$ cat src/rtl/prt_pkg.sv
package prt_pkg;
  typedef enum logic [2:0] {
    ST_IDLE,
    ST_WAIT,
    ST_SETUP,
    ST_PULSE,
    ST_HOLD
  } seq_st_t;
endpackage

$ cat src/rtl/prt_sync.sv
module prt_sync #(
  parameter int W      = 2,
  parameter int STAGES = 2
) (
  input  logic         clk,
  input  logic         rst,
  input  logic [W-1:0] d,
  output logic [W-1:0] q
);
  logic [W-1:0] stg [STAGES];

  for (genvar g = 0; g < STAGES; g++) begin : g_stg
    if (g == 0) begin : g_first
      always_ff @(posedge clk) begin
        if (rst) stg[g] <= '0;
        else     stg[g] <= d;
      end
    end else begin : g_rest
      always_ff @(posedge clk) begin
        if (rst) stg[g] <= '0;
        else     stg[g] <= stg[g-1];
      end
    end
  end

  assign q = stg[STAGES-1];
endmodule

$ cat src/rtl/prt_dncnt.sv
module prt_dncnt #(
  parameter int W = 8
) (
  input  logic         clk,
  input  logic         rst,
  input  logic         ld,
  input  logic [W-1:0] ld_val,
  input  logic         en,
  output logic         zero
);
  logic [W-1:0] cnt;

  always_ff @(posedge clk) begin
    if (rst)     cnt <= '0;
    else if (ld) cnt <= ld_val;
    else if (en) cnt <= cnt - 1'b1;
  end

  assign zero = (cnt == '0);
endmodule

$ cat src/rtl/prt_strobe_seq.sv
module prt_strobe_seq
  import prt_pkg::*;
#(
  parameter int DATA_W      = 8,
  parameter int STROBE_CYC  = 160,
  parameter int SETUP_CYC   = 1,
  parameter int HOLD_CYC    = 1,
  parameter int SYNC_STAGES = 2,
  parameter int STAT_W      = 8,
  parameter int BUSY_BIT    = 5,
  parameter int PE_BIT      = 6
) (
  input  logic              clk,
  input  logic              rst,
  input  logic              in_valid_i,
  input  logic [DATA_W-1:0] in_data_i,
  output logic              in_ready_o,
  input  logic              busy_i,
  input  logic              pe_i,
  input  logic              ctl_wr_i,
  input  logic              ctl_d_i,
  output logic [DATA_W-1:0] prn_data_o,
  output logic              strobe_n_o,
  output logic [STAT_W-1:0] status_o
);
  localparam int MAXC0 = (STROBE_CYC > SETUP_CYC) ? STROBE_CYC : SETUP_CYC;
  localparam int MAXC  = (MAXC0 > HOLD_CYC) ? MAXC0 : HOLD_CYC;
  localparam int CNT_W = $clog2(MAXC + 1);

  // status synchronizer: bit 1 = busy, bit 0 = paper empty
  logic [1:0] st_raw, st_syn;
  assign st_raw = {busy_i, pe_i};

  prt_sync #(.W(2), .STAGES(SYNC_STAGES)) u_sync (
    .clk(clk), .rst(rst), .d(st_raw), .q(st_syn)
  );

  logic busy_s, pe_s;
  assign busy_s = st_syn[1];
  assign pe_s   = st_syn[0];

  always_comb begin
    status_o           = '0;
    status_o[BUSY_BIT] = busy_s;
    status_o[PE_BIT]   = pe_s;
  end

  // sequencer state
  seq_st_t           st_q, st_nx;
  logic              rdy_q, stb_q, ctl_q;
  logic [DATA_W-1:0] data_q;
  logic              cnt_ld, cnt_en, cnt_zero;
  logic [CNT_W-1:0]  cnt_ldv;
  logic              acc;

  assign acc = in_valid_i && rdy_q;

  prt_dncnt #(.W(CNT_W)) u_cnt (
    .clk(clk), .rst(rst), .ld(cnt_ld), .ld_val(cnt_ldv),
    .en(cnt_en), .zero(cnt_zero)
  );

  always_comb begin
    st_nx   = st_q;
    cnt_ld  = 1'b0;
    cnt_en  = 1'b0;
    cnt_ldv = '0;
    case (st_q)
      ST_IDLE:  if (acc) st_nx = ST_WAIT;
      ST_WAIT: begin
        if (!busy_s && !pe_s) begin
          st_nx   = ST_SETUP;
          cnt_ld  = 1'b1;
          cnt_ldv = CNT_W'(SETUP_CYC - 1);
        end
      end
      ST_SETUP: begin
        if (cnt_zero) begin
          st_nx   = ST_PULSE;
          cnt_ld  = 1'b1;
          cnt_ldv = CNT_W'(STROBE_CYC - 1);
        end else cnt_en = 1'b1;
      end
      ST_PULSE: begin
        if (cnt_zero) begin
          st_nx   = ST_HOLD;
          cnt_ld  = 1'b1;
          cnt_ldv = CNT_W'(HOLD_CYC - 1);
        end else cnt_en = 1'b1;
      end
      ST_HOLD: begin
        if (cnt_zero) st_nx = ST_IDLE;
        else          cnt_en = 1'b1;
      end
      default: st_nx = ST_IDLE;
    endcase
  end

  always_ff @(posedge clk) begin
    if (rst) begin
      st_q   <= ST_IDLE;
      rdy_q  <= 1'b1;
      stb_q  <= 1'b1;
      ctl_q  <= 1'b1;
      data_q <= '0;
    end else begin
      st_q  <= st_nx;
      rdy_q <= (st_nx == ST_IDLE);
      stb_q <= (st_nx != ST_PULSE);
      if (acc)      data_q <= in_data_i;
      if (ctl_wr_i) ctl_q  <= ctl_d_i;
    end
  end

  assign in_ready_o = rdy_q;
  assign prn_data_o = data_q;
  assign strobe_n_o = stb_q & ctl_q;

  // ---------------- assertions ----------------
  logic [CNT_W:0] lo_cnt;
  always_ff @(posedge clk) begin
    if (rst)         lo_cnt <= '0;
    else if (!stb_q) lo_cnt <= lo_cnt + 1'b1;
    else             lo_cnt <= '0;
  end

  a_r2_accept: assert property (@(posedge clk) disable iff (rst)
    (in_valid_i && in_ready_o) |=> (!in_ready_o && prn_data_o == $past(in_data_i)));

  a_r3_gate: assert property (@(posedge clk) disable iff (rst)
    (st_q == ST_WAIT && (busy_s || pe_s)) |=> (st_q == ST_WAIT && stb_q));

  a_r4_width: assert property (@(posedge clk) disable iff (rst)
    $rose(stb_q) |-> (lo_cnt == (CNT_W+1)'(STROBE_CYC)));

  a_r5_data_stable: assert property (@(posedge clk) disable iff (rst)
    !in_ready_o |=> $stable(prn_data_o));

  a_r6_no_ready_in_pulse: assert property (@(posedge clk) disable iff (rst)
    !stb_q |-> !in_ready_o);

  a_r8_override_low: assert property (@(posedge clk) disable iff (rst)
    (ctl_wr_i && !ctl_d_i) |=> !strobe_n_o);
endmodule

$ cat config.mk
export PLATFORM = sky130hd
export DESIGN_NAME = prt_strobe_seq
export DESIGN_NICKNAME = d
export VERILOG_FILES = /design/src/rtl/prt_pkg.sv /design/src/rtl/prt_sync.sv /design/src/rtl/prt_dncnt.sv /design/src/rtl/prt_strobe_seq.sv
export SDC_FILE = /design/constraint.sdc
export NUM_CORES = 1
export LEC_CHECK = 0
export BUFFER_PORTS_ARGS = -buffer_cell sky130_fd_sc_hd__buf_4
export CAP_MARGIN = 40
export CORE_ASPECT_RATIO = 0.7
export CORE_UTILIZATION = 30
export CTS_CLUSTER_DIAMETER = 120
export CTS_CLUSTER_SIZE = 24
export DETAILED_ROUTE_END_ITERATION = 8
export GPL_TIMING_DRIVEN = 0
export PLACE_DENSITY = 0.53
export RECOVER_POWER = 100
export SYNTH_ARGS = -nofsm -noshare
export SYNTH_HDL_FRONTEND = slang
export SYNTH_HIERARCHICAL = 1
export SYNTH_SLANG_ARGS = --single-unit
export TNS_END_PERCENT = 20
$ cat constraint.sdc
create_clock -name clk -period 5.9 [get_ports clk]
set_input_delay 0.59 -clock clk [delete_from_list [all_inputs] [get_ports clk]]
set_output_delay 0.59 -clock clk [all_outputs]
set_load 0.01 [all_outputs]
[Yosys cells after proc, flatten, opt, wreduce, memory -nomap -nowiden]
Memories as Yosys holds them, arrays and structs flattened.
Index checks and enable logic that the tools add are counted.
Storage, ports and cells
  flip-flop bits (word level): 22
  RAM bits: 4
  memories: 1
Memory list
  u_sync.stg: depth 2, width 2, rd ports 2, clocked after Yosys merged registers in 0, write ports 2, RTL line prt_sync.sv:10  | logic [W-1:0] stg [STAGES];
Operators by class
  add/subtract/negate cells: 1
  equal/unequal tests: 5
  multiplexer cells: 20
  bitwise operators: 3
  reduce and logical (&&, ||, !) cells: 10
Operators by type and width (number)
  $mux 8: 4
  $mux 3: 5
  $pmux 3 s5: 1
  $logic_not 8->1: 1
  $sub 8x1->8 const B: 1
  $mux 1: 7
  $eq 3x2->1 const B: 2
  $logic_not 3->1: 2
  $mux 2: 2
  $eq 3x1->1 const B: 1
  $eq 3x3->1 const B: 1
  $ne 3x2->1 const B: 1
  $reduce_or 3->1: 1
  $logic_and 1x1->1: 2
  $logic_not 1->1: 2
  $or 1x1->1: 2
  $pmux 1 s2: 1
  $reduce_bool 2->1: 1
  $reduce_or 2->1: 1
  $and 1x1->1: 1

[Depth between registers and ports, before layout]
Gate-level depths: netlist (run 1).
An unclocked memory read counts as a cell.
  word-level depth: 6
  gate-level depth with buffers: 11
  gate-level depth less buffers: 9

[Hierarchy]
The synthesis (run 1) kept the hierarchy.
Modules (own cells, without submodules)
  prt_strobe_seq: times used 1, cells each 80, area each 639.4 sq um, seq. area each 280.3 sq um
  prt_dncnt: times used 1, cells each 56, area each 473.0 sq um, seq. area each 160.2 sq um
  prt_sync: times used 1, cells each 8, area each 105.1 sq um, seq. area each 80.1 sq um

[Worst setup path after synthesis (run 1)]
No wires, ideal clock.
  path type: reg-to-reg
  from: reg u_cnt.cnt[4]
  to: reg u_cnt.cnt[1]
  library setup time: 132 ps
  arrival time: 2337 ps
  required time: 5768 ps
  path slack: 3431 ps
  stages on the path, launching flop included: 11
  path buffers: 2
  clock period less this slack: 2469 ps
  cells stage by stage: dfxtp_1 > or4_4 > nor4b_1 > clkbuf_1 > and2_1 > nor2_1 > nor2_1 > inv_1 > clkbuf_1 > o211ai_1 > a21oi_1
On the way
  word-level cells in the longest chain between the ends: 4
  elaborated cells between the ends (all ways): 9
  classes of those cells: mux (7); reduce/logical (2)
Ends and longest elaborated chain
  start: declaration: RTL line prt_dncnt.sv:11  | logic [W-1:0] cnt;
  start signal: assignment: RTL line prt_dncnt.sv:15  | else if (ld) cnt <= ld_val;
  start signal: assignment: RTL line prt_dncnt.sv:16  | else if (en) cnt <= cnt - 1'b1;
  $logic_not 8->1 *: RTL line prt_dncnt.sv:19  | assign zero = (cnt == '0);
  via cnt_zero: RTL line prt_strobe_seq.sv:52  | logic cnt_ld, cnt_en, cnt_zero;
  $mux 1 *: RTL line prt_strobe_seq.sv:78, prt_strobe_seq.sv:85
  $pmux 1 s2 *: RTL line prt_strobe_seq.sv:68  | case (st_q)
  via cnt_ld: RTL line prt_strobe_seq.sv:52
  $mux 8 / $reduce_bool 2->1 (equally long branches)
The timed path passes the listed nets; every way through them passes the cells marked *.
A chain may end at the register's enable or synchronous reset.

[Worst setup path after layout (run 1)]
  from: reg u_cnt.cnt[4]
  to: reg u_cnt.cnt[2]
The elaborated chain is that of the path after synthesis.

==> results.toml, run 1 <==
[run_status]
status = "completed"

[finish]
fin_nets = 199
final_util_pct = 40.7
regArea_um2 = 520
area_growth_syn_to_layout_pct = 23.5
multiInputGateArea_um2 = 617
nFillCells = 398
layout-drive-gt1-share_pct = 17.1
final_cells = 231
num_antenna_cells = 0

[floorplanning]
pin_count = 33
initial_core_util_pct = 33.0
die_h_um = 55.3
rows = 18
die_area_mm2 = 0.00432
die_x_um = 78.1
coreArea_mm2 = 0.00369

[clocking]
clk_pin_slew_worst_paths_ps = 90
clk_latency_ps = 270
cts_num_sinks = 26
cts_resized = 0
cts_buffer_depth = 2
cts_max_level = 1
cts_root_buf = "clkbuf_8"
post_cts_buffers = 0
tritoncts = "built"
cts_hold_buffers = 0
cts_made_buffers = 3

[logic_synthesis]
yosysTopAreaCellShare_pct = 42.8
yosysTopAreaCell = "dfxtp_1"
ys_types = 42
synth_warnings = 6
ys_top_cells_by_area = "dfxtp_1 (43%), nand2_1 (7.1%), a21oi_1 (5.8%)"
synth_edf_count = 0
ys_seq_area_share_pct = 42.8
ys.flop_type = "dfxtp_1"
async_reset_ff_share_pct = 0
syn_avg_cell_area_um2 = 8.45
synthCells = 144
synth_area_mm2 = 0.00122
synth-seq-cells = 26

[critical_path]
crit_fanout = 10
cp_cell_sequence = "or4_1 -> nor4b_1 -> clkbuf_1 -> and2_0 -> nor2_1 -> nor2_1 -> inv_1 -> clkbuf_1 -> a211oi_1"
critPathMaxStageDelay_ps = 610
arrival_ps = 3210
cp-end-kind = "flop"
critPathRequiredTime_ps = 6080
ff2ff_path_depth = 9
start_kind = "flop"
criticalPathCategory = "reg2reg"
cpMaxStageDelayCell = "or4_1"

[power_and_ir_drop]
irDropWorstVdd_v = 0.000118
internal_power_w = 0.000372
leakage_nw = 0.587
p_per_area_mw_per_mm2 = 396
p_sw_share_pct = 37.6
power.switching_w = 0.000224
p_seq_share_pct = 39.9
p_comb_share_pct = 40.6
clock_power_share_pct = 19.4

[grt]
grt_remaining_overflow = 0
antenna_found_initial = 0
grt_start_max_net_pins = 15
track_usage_pct = 13.2
grt_pass1_vias = 980
grt_pass1_wl_um = 4620

[timing]
tightest_slew_ps = 823
fmax_mhz = 330
slew_viol_final = 0
finalHoldViolations = 0
fin_crit_sh_pct = 51.4
tns_ps = 0
period_minus_slack_ps = 3030
slew_headroom_pct = 45.0
fin_skew_ps = 4.26
finalSetupViolCount = 0
rsz0062_at_grt = "false"

[detailed_routing]
dr.pass1.iters = 4
drc = 0
vias_per_cell = 4.65
dr_total_vias = 1075
routedWlPerCell_um = 11.5
wirelength_um = 2650
ant_nets = 0
drtIter0Drc = 40

[place]
dp_cells = 227
port_buffers = 26
gp_congestion = 0.777
dp_hpwl_um = 1920

[hold_path]
hold_class = "reg2reg"
hold_depth = 1

[run]
drv_cap = 0
## per-stage QoR
step / hold slack, ps / setup slack [ps] / area [um^2] / total power, W
after floorplan: 414 / 3430 / 1240 / 0.000428
after global placement: 419 / 3070 / 1500 / 0.000485
after detailed placement: 433 / 3020 / 1500 / 0.000494
after CTS: 455 / 2980 / 1560 / 0.000614
after global routing: 463 / 2580 / 1500 / 0.000649
final: 448 / 2870 / 1500 / 0.000596
## cell usage in the layout (no fill, tap or decap), drive strengths merged, types with 2 or more instances in the layout
cell / count
a211oi: 2
a21oi: 14
a311oi: 3
and2: 3
buf: 23
clkbuf: 21
conb: 8
dfxtp: 26
ha: 2
inv: 4
nand2: 23
nor2: 13
nor2b: 5
nor3: 3
nor3b: 2
nor4b: 3
o21ai: 2
or4: 3
xor2: 3
## cells by family (layout without fill, tap and decap cells)
kind of cell | count (synthesis) | after routing | synth area share (%)
simple gates | 63 | 63 | 27.3
other cells | 1 | 8 | 0.308
fa+ha+maj | 2 | 2 | 2.06
buf+inv | 18 | 48 | 8.43
xor+xnor | 4 | 4 | 2.88
compound gates | 30 | 30 | 16.2
flops | 26 | 26 | 42.8
## registers in the layout, indices dropped and copies added (netlist names)
signal      count
ctl_q           1
in_ready_o      1
prn_data_o      8
st_q            3
stb_q           1
u_cnt/cnt       8
u_sync/stg      4
## layer usage
layer / vias up / GRT usage, % / routed length [um]
met3: 2 / 4.30 / 162
met5: - / 0 / 0
met1: 487 / 18.0 / 1360
li1: 558 / - / -
met2: 28 / 20.8 / 1110
met4: 0 / 1.59 / 15
## critical path: cells and delay by family, from the launching register on
kind | cells | cell delay [ps]
AOI/OAI and AO/OA | 1 | 280
buffers and inverters | 3 | 710
DFF | 1 | 350
and+or+nand+nor | 5 | 1590
## power groups by stage
stage	registers [W]	logic (W)	clock network, W
after CTS	0.000238	0.000254	0.000122
after detailed placement	0.000242	0.000253	0
after global placement	0.000240	0.000245	0
final	0.000238	0.000242	0.000116
after floorplan	0.000238	0.000190	0
after global routing	0.000244	0.000276	0.000129
## cell type report
cell class              instances  share of cell area, %
multi-input cells             107                   41.0
plain buffers                  14                   5.82
inverters                       4                  0.998
repair buffers                 26                   9.73
well taps                      50                   4.16
clock buffers                   4                   3.66
flip-flops and latches         26                   34.6
## synthesized netlist by cell type, types with 3 or more instances
library cell,instances
dfxtp_1,26
nand2_1,23
a21oi_1,14
nor2_1,13
buf_4,7
nor2b_1,5
inv_1,4
a311oi_1,3
and2_1,3
clkbuf_1,3
nor3_1,3
nor4b_1,3
xor2_1,3
## path summary, 6_finish.rpt
check	from	endpoint	slack (ps)
worst max-delay path	u_cnt/cnt[4]$_SDFFE_PP0P_	u_cnt/cnt[2]$_SDFFE_PP0P_	2870
worst min register to register	u_sync/stg[0][0]$_SDFF_PP0_	u_sync/stg[1][0]$_SDFF_PP0_	450
worst max register to register	u_cnt/cnt[4]$_SDFFE_PP0P_	u_cnt/cnt[2]$_SDFFE_PP0P_	2870
worst min-delay path	u_sync/stg[0][0]$_SDFF_PP0_	u_sync/stg[1][0]$_SDFF_PP0_	450
Power figures use the tool's default switching activity.
==> inputs of run 2 (changes only) <==
--- a/config.mk
+++ b/config.mk
@@ -13,7 +13,7 @@
 export CTS_CLUSTER_SIZE = 24
 export DETAILED_ROUTE_END_ITERATION = 8
 export GPL_TIMING_DRIVEN = 0
-export PLACE_DENSITY = 0.53
+export PLACE_DENSITY = 0.54
 export RECOVER_POWER = 100
 export SYNTH_ARGS = -nofsm -noshare
 export SYNTH_HDL_FRONTEND = slang
==> constraint.sdc (replaced) <==
create_clock -name clk -period 2.5 [get_ports clk]
set_input_delay 0.25 -clock clk [delete_from_list [all_inputs] [get_ports clk]]
set_output_delay 0.25 -clock clk [all_outputs]
set_load 0.01 [all_outputs]
==> results.toml, run 2 (synthesis gave the netlist of run 1 again) <==
[run_status]
status = "completed"

[power_and_ir_drop]
leakage_nw = 0.618
irDropWorstVdd_v = 0.000344
p_per_area_mw_per_mm2 = 981

[clocking]
clk_pin_slew_worst_paths_ps = 80
cts_root_buf = "clkbuf_8"
cts_hold_buffers = 0
cts_made_buffers = 3
cts_num_sinks = 26
cts_max_level = 1
tritoncts = "built"
clk_latency_ps = 260
cts_buffer_depth = 2

[timing]
rsz0062_at_grt = "true"
setup_ws_ps = 155
hold_ws_ps = 180
finalHoldViolations = 0
fin_skew_ps = 1.16
finalSetupViolCount = 0
fin_crit_sh_pct = 93.8
period_minus_slack_ps = 2350
fmax_mhz = 426
slew_viol_final = 0

[place]
place_ws_ps = -396
gp_congestion = 0.761
place_area_mm2 = 0.00150
dp_hpwl_um = 1900
port_buffers = 26

[grt]
track_usage_pct = 12.7
grt_pass1_vias = 981
grt_start_max_net_pins = 14
grt_pass1_wl_um = 4350
grt_remaining_overflow = 0
antenna_found_initial = 0

[detailed_routing]
wl_met3_um = 159
dr_total_vias = 1068
drtIter0Drc = 45
dr.pass1.iters = 5
vias_per_cell = 4.58
dr_wl_met2_um = 1140
routedWlPerCell_um = 11.4
ant_nets = 0
drc = 0
wirelength_um = 2670
top_layer_used = "met4"
route.layer.met1.wl_um = 1350

[finish]
final_cell_mix = "buf_4 (26), nand2_1 (23), dfxtp_1 (23)"
nFillCells = 389
area_growth_syn_to_layout_pct = 27.6
num_antenna_cells = 0
fin_nets = 202
layout-drive-gt1-share_pct = 23.5
final_cell_area_mm2 = 0.00155
final_common_cell = "buf_4"

[critical_path]
cp_common_cell = "buf_4"
cp_num_buf_inv = 2
r2r_slack_ps = 150
critPathMaxStageDelay_ps = 580
cp_top_family = "simple AND/OR/NAND/NOR gates"
crit_fanout = 7
cp-end-kind = "flop"
criticalPathCategory = "reg2reg"
arrival_ps = 2480
cpMaxStageDelayCell = "or4_4"
cp_cell_sequence = "or4_4 -> nor4b_4 -> buf_4 -> and2_1 -> nor2_1 -> nor2_2 -> buf_4 -> nor4bb_1 -> o41ai_1 -> o221ai_1"
start_kind = "flop"
critPathRequiredTime_ps = 2630

[floorplanning]
die_area_mm2 = 0.00432
rows = 18
coreArea_mm2 = 0.00369
die_h_um = 55.3
pin_count = 33
initial_core_util_pct = 33.0
die_x_um = 78.1

[hold_path]
hold_class = "in2reg"

[run]
drv_cap = 0
## run 2: what timing repair did
item / 4_1_cts / 5_1_grt
pin swaps: 1 / 0
endpoints found under the setup margin: 8 / 8
resized for setup: 4 / 11
buffers inserted: 1 / 2
## run 2: cell type report
| type | count | area, um^2 | area share, % |
|---|---|---|---|
| Multi-Input combinational cell | 107 | 643 | 41.4 |
| Sequential cell | 26 | 524 | 33.7 |
| Timing Repair Buffer | 29 | 173 | 11.1 |
| Buffer | 14 | 95.1 | 6.12 |
| Tap cell | 50 | 62.6 | 4.03 |
| Clock buffer | 3 | 41.3 | 2.66 |
| Inverter | 4 | 15.0 | 0.966 |
## run 2: where the power goes
group          switching (W)  total, W  internal, W
clock network       0.000124  0.000232     0.000108
registers          0.0000722  0.000570     0.000498
logic               0.000359  0.000723     0.000364
## run 2: worst register-to-register path, stage by stage (launching register included)
cell,delay [ps]
dfxtp_1,340
or4_4,580
nor4b_4,270
buf_4,180
and2_1,170
nor2_1,70
nor2_2,140
buf_4,160
nor4bb_1,60
o41ai_1,90
o221ai_1,170
## run 2: metal layers
layer / GRT usage (%) / vias to the layer above
met5: 0 / -
met2: 20.7 / 33
li1: - / 563
met1: 16.3 / 470
met4: 2.38 / 0
met3: 4.30 / 2
## run 2: worst paths after layout
| kind | from | endpoint | cells past startpoint |
|---|---|---|---|
| worst max-delay path | u_cnt/cnt[4]$_SDFFE_PP0P_ | u_cnt/cnt[7]$_SDFFE_PP0P_ | 10 |
| worst min-delay path | ctl_d_i | ctl_q$_SDFFE_PP1P_ | 2 |
| worst max register to register | u_cnt/cnt[4]$_SDFFE_PP0P_ | u_cnt/cnt[7]$_SDFFE_PP0P_ | 10 |
| worst min register to register | u_sync/stg[0][1]$_SDFF_PP0_ | u_sync/stg[1][1]$_SDFF_PP0_ | 1 |
## run 2: through the flow
step | power, W | util, % | instances | TNS, ps
finish | 0.00153 | 42.1 | 233 | 0
global route | 0.00165 | 42.1 | 233 | -16.5
CTS | 0.00144 | 42.3 | 231 | 0
detailed placement | 0.00116 | 40.7 | 227 | -2870
global placement | 0.00114 | 40.7 | 227 | -2090
floorplan | 0.00101 | - | 151 | 0
==> inputs of run 3 (changes only) <==
--- a/config.mk
+++ b/config.mk
@@ -8,12 +8,14 @@
 export BUFFER_PORTS_ARGS = -buffer_cell sky130_fd_sc_hd__buf_4
 export CAP_MARGIN = 40
 export CORE_ASPECT_RATIO = 0.7
+export CORE_MARGIN = 4
 export CORE_UTILIZATION = 30
+export CTS_BUF_LIST = sky130_fd_sc_hd__clkbuf_2 sky130_fd_sc_hd__clkbuf_4 sky130_fd_sc_hd__clkbuf_8
 export CTS_CLUSTER_DIAMETER = 120
 export CTS_CLUSTER_SIZE = 24
 export DETAILED_ROUTE_END_ITERATION = 8
 export GPL_TIMING_DRIVEN = 0
-export PLACE_DENSITY = 0.54
+export PLACE_DENSITY_LB_ADDON = 0.2
 export RECOVER_POWER = 100
 export SYNTH_ARGS = -nofsm -noshare
 export SYNTH_HDL_FRONTEND = slang
==> results.toml, run 3 (synthesis gave the netlist of run 1 again) <==
[floorplanning]
rows = 19
coreArea_mm2 = 0.00392
die_h_um = 61.3
initial_core_util_pct = 31.0
die_area_mm2 = 0.00516
die_x_um = 84.1
pin_count = 33

[timing]
finalSetupViolCount = 0
fin_crit_sh_pct = 96.4
slew_viol_final = 0
fmax_mhz = 415
period_minus_slack_ps = 2410
fin_skew_ps = 6.14
tns_ps = 0
finalHoldViolations = 0

[grt]
grtUsageMet2_pct = 17.0
antenna_found_initial = 0
grt_use_met1_pct = 13.0
grt_util_met3_pct = 4.28
grt_start_max_net_pins = 14
track_usage_pct = 10.5
grt_remaining_overflow = 0
grt_pass1_vias = 936
grt_busiest_layer = "met2"
grt_pass1_wl_um = 4270

[critical_path]
cpMaxStageDelayCell = "or4_4"
critPathRequiredTime_ps = 2630
critPathMaxStageDelay_ps = 530
cp_top_family = "simple AND/OR/NAND/NOR gates"
crit_fanout = 6
start_kind = "flop"
cp-end-kind = "flop"
arrival_ps = 2540
cp_num_buf_inv = 2
cp_cell_sequence = "or4_4 -> nor4b_1 -> buf_4 -> and2_1 -> nor2_1 -> nor2_4 -> buf_4 -> nor4bb_1 -> o41ai_1 -> o221ai_1"
criticalPathCategory = "reg2reg"
cp_common_cell = "buf_4"

[clocking]
cts_root_buf = "clkbuf_8"
cts_hold_buffers = 0
clk_latency_ps = 270
cts_num_sinks = 26
tritoncts = "built"
cts_max_level = 1
cts_made_buffers = 3
cts_buffer_depth = 2
clk_pin_slew_worst_paths_ps = 90

[detailed_routing]
wirelength_um = 2710
dr.pass1.iters = 4
drc = 0
vias_per_cell = 4.57
drtIter0Drc = 78
dr_total_vias = 1082
ant_nets = 0
routedWlPerCell_um = 11.4

[place]
dp_cells = 229
dp_hpwl_um = 1980
place_area_mm2 = 0.00150
port_buffers = 26
gp_congestion = 0.817

[hold_path]
hold_class = "in2reg"

[finish]
layout-drive-gt1-share_pct = 22.7
final_util_pct = 39.7
num_antenna_cells = 0
nFillCells = 418
area_growth_syn_to_layout_pct = 27.9
fin_nets = 204
final_cell_mix = "buf_4 (26), dfxtp_1 (24), nand2_1 (23)"
final_common_cell = "buf_4"
final_cell_area_mm2 = 0.00156
final_cells = 237

[run_status]
status = "completed"

[power_and_ir_drop]
leakage_nw = 0.613
p_per_area_mw_per_mm2 = 983
irDropWorstVdd_v = 0.000356

[run]
drv_cap = 0
-- run 3: layer usage --
layer / part of all wire, % / vias to the layer above
met5: 0 / -
met4: 0.92 / 0
met3: 6.9 / 4
met2: 44 / 27
met1: 48 / 485
li1: - / 566
-- run 3: worst register-to-register path, cell delays in order, from the launching register on --
cell	delay [ps]
dfxtp_1	380
or4_4	530
nor4b_1	300
buf_4	190
and2_1	170
nor2_1	80
nor2_4	150
buf_4	140
nor4bb_1	50
o41ai_1	100
o221ai_1	190
-- run 3: layout make-up --
cell class | count | area [um^2] | share of cell area (%)
Multi-Input combinational cell | 107 | 633 | 40.7
Sequential cell | 26 | 523 | 33.6
Timing Repair Buffer | 31 | 184 | 11.8
Buffer | 14 | 95.1 | 6.11
Tap cell | 52 | 65.1 | 4.18
Clock buffer | 3 | 41.3 | 2.65
Inverter | 4 | 15.0 | 0.965
-- run 3: repair_timing --
item / CTS / global route
endpoints found under the hold margin: 0 / 0
resized for setup: 6 / 5
pin swaps: 0 / 1
setup buffers: 0 / 5
setup endpoints to repair: 8 / 7
-- run 3: power breakdown --
group	switching (W)	total [W]	leakage, nW	internal [W]
registers	0.0000658	0.000563	0.215	0.000497
logic	0.000361	0.000735	0.377	0.000373
clock network	0.000125	0.000233	0.0216	0.000108
-- run 3: path summary, 6_finish.rpt --
kind	start	endpoint	slack [ps]	cells past startpoint
hold / removal	ctl_d_i	ctl_q$_SDFFE_PP1P_	180	2
hold reg to reg	u_sync/stg[0][0]$_SDFF_PP0_	u_sync/stg[1][0]$_SDFF_PP0_	450	1
setup / recovery	u_cnt/cnt[2]$_SDFFE_PP0P_	u_cnt/cnt[7]$_SDFFE_PP0P_	90	10
setup reg to reg	u_cnt/cnt[2]$_SDFFE_PP0P_	u_cnt/cnt[7]$_SDFFE_PP0P_	90	10
-- run 3: stage by stage --
stage	total power (W)	hold WS, ps	setup WS (ps)
3_5_place_dp	0.00117	429	-370
4_1_cts	0.00144	175	11.8
5_1_grt	0.00163	184	-6.74
3_3_place_gp	0.00114	421	-299
2_1_floorplan	0.00101	322	31.3
6_report	0.00153	182	91.0
